## src/rtl/lhp_pkg.sv

```systemverilog
// Package: shared types for the per-branch history predictor.
// Assumes: 2-bit counters; all sizing parameters live on the top module.
package lhp_pkg;
    typedef logic [1:0] ctr_t;
    localparam ctr_t CTR_RESET = 2'd1;
    localparam ctr_t CTR_MAX   = 2'd3;
    localparam ctr_t CTR_MIN   = 2'd0;
endpackage

```

## src/rtl/lhp_hist_table.sv

```systemverilog
// History table: a direct-mapped array of {valid, tag, history} records.
// It has one combinational read port for lookups and one for resolves.
// On a resolve it writes once: allocate on a miss, shift the history on a hit.
// Assumes: the caller already removed hinted resolves from wr_en.
module lhp_hist_table #(
    parameter int IDX_W  = 6,
    parameter int TAG_W  = 26,
    parameter int HIST_W = 4
) (
    input  logic              clk,
    input  logic              rst_n,
    input  logic [IDX_W-1:0]  lk_idx,
    input  logic [TAG_W-1:0]  lk_tag,
    output logic              lk_hit,
    output logic [HIST_W-1:0] lk_hist,
    input  logic              wr_en,
    input  logic [IDX_W-1:0]  wr_idx,
    input  logic [TAG_W-1:0]  wr_tag,
    input  logic              wr_taken,
    output logic              wr_hit,
    output logic [HIST_W-1:0] wr_hist
);
    localparam int ENTRIES = 1 << IDX_W;

    logic [ENTRIES-1:0] valid_q;
    logic [TAG_W-1:0]   tag_q  [ENTRIES];
    logic [HIST_W-1:0]  hist_q [ENTRIES];

    // Lookup port: match the tag against the indexed record.
    always_comb begin
        lk_hit  = valid_q[lk_idx] && (tag_q[lk_idx] == lk_tag);
        lk_hist = hist_q[lk_idx];
    end

    // Resolve port: match the tag and return the history from before the write.
    always_comb begin
        wr_hit  = valid_q[wr_idx] && (tag_q[wr_idx] == wr_tag);
        wr_hist = hist_q[wr_idx];
    end

    // Record update: on a miss, allocate with a cleared history; on a hit, shift the outcome in at bit 0.
    always_ff @(posedge clk) begin
        if (!rst_n) begin
            valid_q <= '0;
            for (int i = 0; i < ENTRIES; i++) begin
                tag_q[i]  <= '0;
                hist_q[i] <= '0;
            end
        end else if (wr_en) begin
            if (wr_hit) begin
                hist_q[wr_idx] <= {wr_hist[HIST_W-2:0], wr_taken};
            end else begin
                valid_q[wr_idx] <= 1'b1;
                tag_q[wr_idx]   <= wr_tag;
                hist_q[wr_idx]  <= '0;
            end
        end
    end

    // After an allocation, the record must hold the new tag and a zero history.
    p_alloc_clears_r4: assert property (@(posedge clk) disable iff (!rst_n)
        (wr_en && !wr_hit) |=> (valid_q[$past(wr_idx)]
                                && hist_q[$past(wr_idx)] == '0
                                && tag_q[$past(wr_idx)] == $past(wr_tag)));

    // After a hit, the new history must be the old one shifted with the outcome at bit 0.
    p_shift_in_r6: assert property (@(posedge clk) disable iff (!rst_n)
        (wr_en && wr_hit) |=> (hist_q[$past(wr_idx)]
                               == {$past(wr_hist[HIST_W-2:0]), $past(wr_taken)}));

    // With no write, the valid bits must not change.
    p_no_write_stable_r5: assert property (@(posedge clk) disable iff (!rst_n)
        !wr_en |=> $stable(valid_q));
endmodule

```

## src/rtl/lhp_pattern_table.sv

```systemverilog
// Pattern table: shared 2-bit saturating counters, indexed by a history value.
// It has one combinational read port for lookups and one trained update port.
// Assumes: at most one update per cycle.
module lhp_pattern_table
    import lhp_pkg::*;
#(
    parameter int HIST_W = 4
) (
    input  logic              clk,
    input  logic              rst_n,
    input  logic [HIST_W-1:0] rd_idx,
    output logic              rd_taken,
    input  logic              up_en,
    input  logic [HIST_W-1:0] up_idx,
    input  logic              up_taken
);
    localparam int ENTRIES = 1 << HIST_W;

    ctr_t cnt_q [ENTRIES];
    ctr_t up_cur;

    // Direction: the upper counter bit means the count is 2 or more.
    always_comb begin
        rd_taken = cnt_q[rd_idx][1];
        up_cur   = cnt_q[up_idx];
    end

    // Training: step the selected counter toward the outcome, saturating at both ends.
    always_ff @(posedge clk) begin
        if (!rst_n) begin
            for (int i = 0; i < ENTRIES; i++) cnt_q[i] <= CTR_RESET;
        end else if (up_en) begin
            if (up_taken && up_cur != CTR_MAX)       cnt_q[up_idx] <= up_cur + 2'd1;
            else if (!up_taken && up_cur != CTR_MIN) cnt_q[up_idx] <= up_cur - 2'd1;
        end
    end

    // A counter already at the top must stay at the top on a taken outcome.
    p_sat_high_r7: assert property (@(posedge clk) disable iff (!rst_n)
        (up_en && up_taken && up_cur == CTR_MAX) |=> cnt_q[$past(up_idx)] == CTR_MAX);

    // A counter already at the bottom must stay at the bottom on a not-taken outcome.
    p_sat_low_r7: assert property (@(posedge clk) disable iff (!rst_n)
        (up_en && !up_taken && up_cur == CTR_MIN) |=> cnt_q[$past(up_idx)] == CTR_MIN);
endmodule

```

## src/rtl/lhp_predictor.sv

```systemverilog
// Top: per-branch history direction predictor.
// A lookup reads the history table and then the shared counters; the result is registered.
// A resolve trains the counter selected by the old history and updates the record.
// Assumes: hinted branches are handled by another predictor and need no state here.
module lhp_predictor #(
    parameter int ADDR_W = 32,
    parameter int IDX_W  = 6,
    parameter int HIST_W = 4
) (
    input  logic              clk,
    input  logic              rst_n,
    input  logic              pred_valid_i,
    input  logic [ADDR_W-1:0] pred_addr_i,
    input  logic              pred_hint_i,
    input  logic              res_valid_i,
    input  logic [ADDR_W-1:0] res_addr_i,
    input  logic              res_taken_i,
    input  logic              res_hint_i,
    output logic              pred_valid_o,
    output logic              pred_hit_o,
    output logic              pred_taken_o
);
    localparam int TAG_W = ADDR_W - IDX_W;

    logic              lk_hit, wr_hit, res_en, pt_taken;
    logic [HIST_W-1:0] lk_hist, wr_hist;

    // Hinted resolves never reach the storage.
    always_comb res_en = res_valid_i && !res_hint_i;

    lhp_hist_table #(.IDX_W(IDX_W), .TAG_W(TAG_W), .HIST_W(HIST_W)) u_hist (
        .clk      (clk),
        .rst_n    (rst_n),
        .lk_idx   (pred_addr_i[IDX_W-1:0]),
        .lk_tag   (pred_addr_i[ADDR_W-1:IDX_W]),
        .lk_hit   (lk_hit),
        .lk_hist  (lk_hist),
        .wr_en    (res_en),
        .wr_idx   (res_addr_i[IDX_W-1:0]),
        .wr_tag   (res_addr_i[ADDR_W-1:IDX_W]),
        .wr_taken (res_taken_i),
        .wr_hit   (wr_hit),
        .wr_hist  (wr_hist)
    );

    lhp_pattern_table #(.HIST_W(HIST_W)) u_pat (
        .clk      (clk),
        .rst_n    (rst_n),
        .rd_idx   (lk_hist),
        .rd_taken (pt_taken),
        .up_en    (res_en && wr_hit),
        .up_idx   (wr_hist),
        .up_taken (res_taken_i)
    );

    // Result register: captures the state from before any resolve at the same edge.
    always_ff @(posedge clk) begin
        if (!rst_n) begin
            pred_valid_o <= 1'b0;
            pred_hit_o   <= 1'b0;
            pred_taken_o <= 1'b0;
        end else begin
            pred_valid_o <= pred_valid_i;
            pred_hit_o   <= pred_valid_i && !pred_hint_i && lk_hit;
            pred_taken_o <= pred_valid_i && !pred_hint_i && lk_hit && pt_taken;
        end
    end

    // A request must produce a valid result on the next cycle.
    p_valid_next_r2: assert property (@(posedge clk) disable iff (!rst_n)
        pred_valid_i |=> pred_valid_o);

    // No request must produce no result on the next cycle.
    p_no_spurious_r2: assert property (@(posedge clk) disable iff (!rst_n)
        !pred_valid_i |=> !pred_valid_o);

    // A miss must never predict taken.
    p_miss_not_taken_r3: assert property (@(posedge clk) disable iff (!rst_n)
        (pred_valid_o && !pred_hit_o) |-> !pred_taken_o);

    // A hinted lookup must not report a hit.
    p_hint_no_hit_r5: assert property (@(posedge clk) disable iff (!rst_n)
        (pred_valid_i && pred_hint_i) |=> !pred_hit_o);
endmodule

```

## config.mk

```make
export PLATFORM = sky130hd
export DESIGN_NAME = lhp_predictor
export DESIGN_NICKNAME = d
export VERILOG_FILES = /design/src/rtl/lhp_pkg.sv /design/src/rtl/lhp_hist_table.sv /design/src/rtl/lhp_pattern_table.sv /design/src/rtl/lhp_predictor.sv
export SDC_FILE = /design/constraint.sdc
export NUM_CORES = 2
export LEC_CHECK = 0
export BUFFER_PORTS_ARGS = -buffer_cell sky130_fd_sc_hd__buf_2
export CAP_MARGIN = 5
export CORE_ASPECT_RATIO = 0.75
export CORE_MARGIN = 5
export CORE_UTILIZATION = 35
export CTS_BUF_LIST = sky130_fd_sc_hd__clkbuf_16
export CTS_CLUSTER_DIAMETER = 30
export DETAILED_ROUTE_END_ITERATION = 8
export SLEW_MARGIN = 10
export SYNTH_ARGS = -nofsm -noshare
export SYNTH_HDL_FRONTEND = slang
export SYNTH_SLANG_ARGS = --single-unit
```

## constraint.sdc

```tcl
create_clock -name clk -period 5.8 [get_ports clk]
set_input_delay 0.58 -clock clk [delete_from_list [all_inputs] [get_ports clk]]
set_output_delay 0.58 -clock clk [all_outputs]
set_load 0.01 [all_outputs]
```

# --- After elaboration in Yosys (flattened, before gate mapping) ---
# Memories as Yosys holds them, arrays and structs flattened.
# Cells that the tools add are included.
word_totals:
  register_bits: 67
  latch_bits: 0
  mem_bits_rw: 1952
  mem_bits_ro: 0
  in_bits: 71
  out_inout_bits: 3
  wordCells: 72
  n_memories: 3
mem_list:
  columns: ["memory", "depth", "width", "read_ports", "rd_ports_with_merged_regs", "wr", "line_no", "rtl"]
  rows:
  - ["u_hist.tag_q", 64, 26, 2, 0, 64, "lhp_hist_table.sv:26", "logic [TAG_W-1:0] tag_q [ENTRIES];"]
  - ["u_hist.hist_q", 64, 4, 2, 0, 64, "lhp_hist_table.sv:27", "logic [HIST_W-1:0] hist_q [ENTRIES];"]
  - ["u_pat.cnt_q", 16, 2, 2, 0, 16, "lhp_pattern_table.sv:19", "ctr_t cnt_q [ENTRIES];"]
classes:
  add_sub_neg: 2
  n_mul: 0
  div: 0
  order_cmp: 3
  eq_ne: 3
  shifts: 0
  muxes: 35
  bitwise_logic: 4
  n_reduce_logical: 18
op_table:
  columns: ["op", "count"]
  rows:
  - ["$or 64x64->64", 1]
  - ["$eq 26x26->1", 2]
  - ["$mux 26", 1]
  - ["$reduce_or 26->1", 1]
  - ["$mux 1", 24]
  - ["$lt 6x7->1 const B", 2]
  - ["$bmux 1 s6", 2]
  - ["$mux 4", 3]
  - ["$mux 6", 2]
  - ["$logic_and 1x1->1", 10]
  - ["$demux 1 s6", 1]
  - ["$ge 6x1->1 const B", 1]
  - ["$mux 2", 2]
  - ["$reduce_or 4->1", 1]
  - ["$logic_not 1->1", 3]
  - ["$add 2x1->2 const B", 1]
  - ["$ne 2x2->1 const B", 1]
  - ["$or 1x1->1", 2]
  - ["$reduce_and 2->1", 1]
  - ["$reduce_bool 2->1", 1]
  - ["$reduce_or 2->1", 1]
  - ["$sub 2x1->2 const B", 1]
  - ["$not 1->1", 1]

# --- Longest topological paths before layout ---
# An unclocked memory read counts as a cell.
depth:
  depth_word: 12
  ltp_mapped: 23
  depth_no_buf: 11

# --- Hierarchy ---
# A second synthesis with hierarchy kept.
unflattened:
  cells_unflattened: 7970
  hier_area_um2: 110091.8
by_module_without_submodules:
  columns: ["mod", "instances", "cells_each", "area_per_inst_um2", "seq_area_each_um2"]
  rows:
  - ["lhp_hist_table", 1, 7800, 107937.3, 58936.5]
  - ["lhp_pattern_table", 1, 162, 2059.5, 960.9]
  - ["lhp_predictor", 1, 8, 95.1, 60.1]

# --- Worst setup path after synthesis ---
# Ideal clock, no wire load.
synth_path:
  path_type: "input to register"
  start: "input res_addr_i[1]"
  end: "memory u_hist.tag_q[10][0] (enable)"
  setup_ns: 0.443
  arrival_ns: 4.335
  required_ns: 5.357
  path_slack_ns: 1.022
  stages: 19
  path_buffers: 8
  path_cell_list: "buf_2 -> buf_6 -> buf_6 -> buf_6 -> buf_6 -> mux4_2 -> nand2_1 -> a21oi_1 -> a2111oi_0 -> nand4_1 -> xor2_1 -> a2111oi_0 -> nand4_1 -> or2_4 -> buf_6 -> buf_6 -> nor2b_1 -> buf_2 -> nand2b_1"
synth_rtl:
  columns: ["item", "line_no", "rtl"]
  rows:
  - ["from (decl)", "lhp_predictor.sv:16", "input logic [ADDR_W-1:0] res_addr_i,"]
  - ["to (decl)", "lhp_hist_table.sv:26", null]

==> impl.org <==
** STA
- At the pin with the least slew margin, the transition time is 1.367 ns.
- Measured against its own limit, the worst slew margin works out to 8.846%.
- Final clock skew :: 0.08769 ns
- Final Hold Slack :: 0.1341 ns
- Final hold violation count :: 0
- RSZ-0062 raised after global routing :: false
- After layout, the worst path uses 92.18% of the clock period.
- Setup violations remaining at the end of the flow were counted as 0.
- Clock period minus final worst setup slack :: 5.347 ns
- Static timing analysis puts the maximum clock frequency at 0.1870 GHz.
- The number of pins with negative max-slew slack in the final report was 0.

** Die
- Die Span X :: 656.3 um
- The die is 494.7 um tall.
- Number of core rows :: 178
- The initial utilization of the core area, before any placement, comes to 35.07%.
- I/O pin count :: 74
- Area of the die :: 0.3247 mm2
- Core Area :: 0.3127 mm2

** Route
- Dividing the detail-routed via count by the number of cells gives 6.369.
- Routed wire per std cell :: 38.90 um
- Antenna-violating nets left :: 0
- Total length of routed wires :: 485.4 mm
- Detailed-route DRC error count :: 0
- The detailed router placed 79.47k vias in this run.
- The first routing iteration left 14.75k violations.
- The pre-antenna-repair detailed-routing pass consisted of 9 iterations.

** Synth
- In the synthesized netlist, the cells that appear most often are edfxtp_1, and2_1, mux4_2, clkbuf_1, nor2_1.
- Dominant cells by area after synthesis :: edfxtp_1, mux4_2, and2_1
- After synthesis, the mean cell area works out to 14.40 um2.
- Number of cells produced by synthesis :: 7616
- Total nets after synthesis :: 7687
- Most used flip-flop cell after synthesis :: edfxtp_1
- The Yosys step of the flow raised 0 warnings.
- edfxtp_1 is the most common cell in the netlist.
- Biggest area consumer among synthesized cells :: edfxtp_1
- The mapped netlist covers 0.1097 mm2.
- In the synthesized netlist the async set-or-reset flop fraction comes to 0%.
- The synthesized design contains 1952 enable-type register cells.
- Fraction of synthesized cell area taken by the top area cell type :: 53.46%
- After synthesis, the netlist uses 94 different library cells.
- Register bit count reported by yosys :: 2019
- Sequential-to-total area share from yosys stat :: 54.68%

** Final layout
- In the final layout, the multi-input gates occupy 0.04540 mm2.
- Number of non-filler instances in the completed layout :: 12.48k
- Final layout net count :: 8057
- Registers take 0.05996 mm2.
- Layout cell share with drive strength beyond 1 :: 31.64%
- The layout has 27.99k filler cells.
- Area added between synthesis and finish :: 21.00%

** Clocking
- H-Tree Level Count :: 5
- In this run the post-CTS setup repair buffer count came out at 0.
- The cell sitting at the root of the clock tree is a clkbuf_16.
- Clock tree synthesis found a total of 2019 sinks.
- Number of buffers inserted during clock tree synthesis :: 380
- Clock latency of the later-clocked register in the worst-skew pair :: 0.95 ns
- Longest Clk Path Bufs :: 4
- TritonCTS built the clock tree.
- Clock-pin slew was measured on the worst setup and hold paths at 0.05 ns.
- In this run, post-CTS repair resized a total of 0 instances.

** GRT
- Pin count of the biggest net entering global routing :: 86
- Total routing resource utilization after global routing :: 28.95%
- Number of antenna violations at the first check in global routing :: 71
- Total congestion overflow after global routing :: 0
- Number of global-route vias before repair :: 75.62k
- The first global-routing pass estimated 655.1 mm of wire.

** Hold path
- The worst hold path belongs to the class input pin to flop.

** Power
- Leakage power :: 47.42 nW
- Power spread over the standard cell area amounts to 344.4 mW/mm2.
- VDD sags by at most 0.2289 mV.

** Place
- In this run the tool buffered the top-level ports with 73 buffer cells.
- Final estimated routing congestion in global placement :: 0.9971
- The HPWL after detailed placement is 331.7 mm.
- Counting tap cells, the placed design contains a total of 11.74k instances.

** Worst setup path
- In this run the worst path has a maximum fanout of 29.
- Data arrival time of the critical path :: 5.97 ns
- For the worst setup path, the data required time is 6.42 ns.
- The critical path is of the input pin to flop type.
- The worst setup path is launched from an input pin.
- The worst setup path is captured at a flop.

** Outcome
- The run finished with clean final reports.

** Run
- Number of max-cap violations :: 0
## critical path, stage by stage
cell and delay (ns):
buf_8 0.38, buf_12 0.28, buf_4 0.26, mux4_2 0.33, mux2i_1 0.14, buf_4 0.25, o22ai_1 0.12, a211o_1 0.28
nor4_1 0.96, buf_4 0.25, xnor2_1 0.06, nor3_1 0.20, buf_4 0.17, nand4_1 0.14, or2_4 0.43, buf_12 0.25
nor2b_2 0.18, nand2b_2 0.31, buf_12 0.25
## cells by family (layout without fill, tap and decap cells)
group | count (synthesis) | after routing | share of synthesized area, %
and+or+nand+nor | 2590 | 2590 | 13.56
AOI/OAI and AO/OA | 891 | 891 | 6.248
muxes | 1190 | 1190 | 20.66
buffers and inverters | 879 | 1571 | 4.481
DFF | 2019 | 2019 | 54.68
other | 0 | 30 | 0
xor gates and xnor gates | 47 | 47 | 0.3754
## area by class of cell
cell class                 instances  area share, %
antenna                           30        0.05658
clock buffer                     387          7.299
clock inverter                   317          2.599
inverter                          10        0.03584
multi-input combinational       4718          34.22
sequential                      2019          45.19
tap                             4140          3.904
timing repair buffer             857          6.696
## cells in the final DEF (no fill, tap or decap), types with 45 or more instances in the layout
| cell type | instances |
|---|---|
| edfxtp_1 | 1952 |
| and2_1 | 1669 |
| mux4_2 | 848 |
| buf_4 | 579 |
| clkbuf_16 | 387 |
| nor2_1 | 335 |
| mux2i_1 | 239 |
| nand2_1 | 210 |
| buf_12 | 204 |
| a221oi_1 | 200 |
| a22oi_1 | 142 |
| mux2_2 | 96 |
| o22ai_1 | 93 |
| a21oi_1 | 69 |
| a21o_1 | 69 |
| dfxtp_1 | 67 |
| nand2b_2 | 66 |
| buf_2 | 64 |
| o21ai_0 | 58 |
| clkinv_2 | 56 |
| clkinvlp_4 | 53 |
| bufinv_16 | 53 |
| nand3_1 | 45 |
## through the flow
stage | utilization, % | area (um2) | total power, mW | worst slack, ns | setup TNS (ns)
floorplan | - | 109700 | 19.89 | 1.022 | 0
global placement | 38.20 | 119500 | 22.64 | -0.4814 | -1045.47
detailed placement | 38.20 | 119500 | 22.70 | -0.01086 | -0.02021
CTS | 42.40 | 132600 | 45.38 | 0.9187 | 0
global route | 42.41 | 132600 | 46.50 | 0.4083 | 0
finish | 42.43 | 132700 | 45.69 | 0.4533 | 0
## repair_timing
action	in CTS	in global routing
endpoints found under the hold margin	1	0
hold buffers	1	0
setup endpoints to repair	0	0
## power breakdown
part	internal, mW	switching [mW]	total [mW]	leakage (nW)
clock	14.6	8.27	22.9	6.41
combinational	2.08	3.57	5.65	21.8
sequential	16.7	0.456	17.1	19.2
## metal layers
layer	track usage (%)	wire, um	vias to the layer above
met2	38.42	191500	6904
met3	17.85	94660	1066
met4	10.76	20860	28
met1	37.97	178100	41140
met5	0.1020	226	-
li1	-	-	30330
## registers in the layout (all words and copies together), names as in the netlist
name	count
pred_hit_o	1
pred_taken_o	1
pred_valid_o	1
u_hist.hist_q	256
u_hist.tag_q	1664
u_hist.valid_q	64
u_pat.cnt_q	32
## path summary, 6_finish.rpt
path,startpoint,endpoint,slack [ns],cells past startpoint
worst min-delay path,res_addr_i[16],u_hist.tag_q[14][10],0.13,2
worst min register to register,u_hist.valid_q[2],u_hist.valid_q[2],0.48,1
worst max register to register,u_hist.tag_q[61][8],u_hist.tag_q[21][14],0.47,15
worst max-delay path,res_addr_i[2],u_hist.tag_q[21][14],0.45,19
Note: power is estimated with default switching activity, not from simulation.
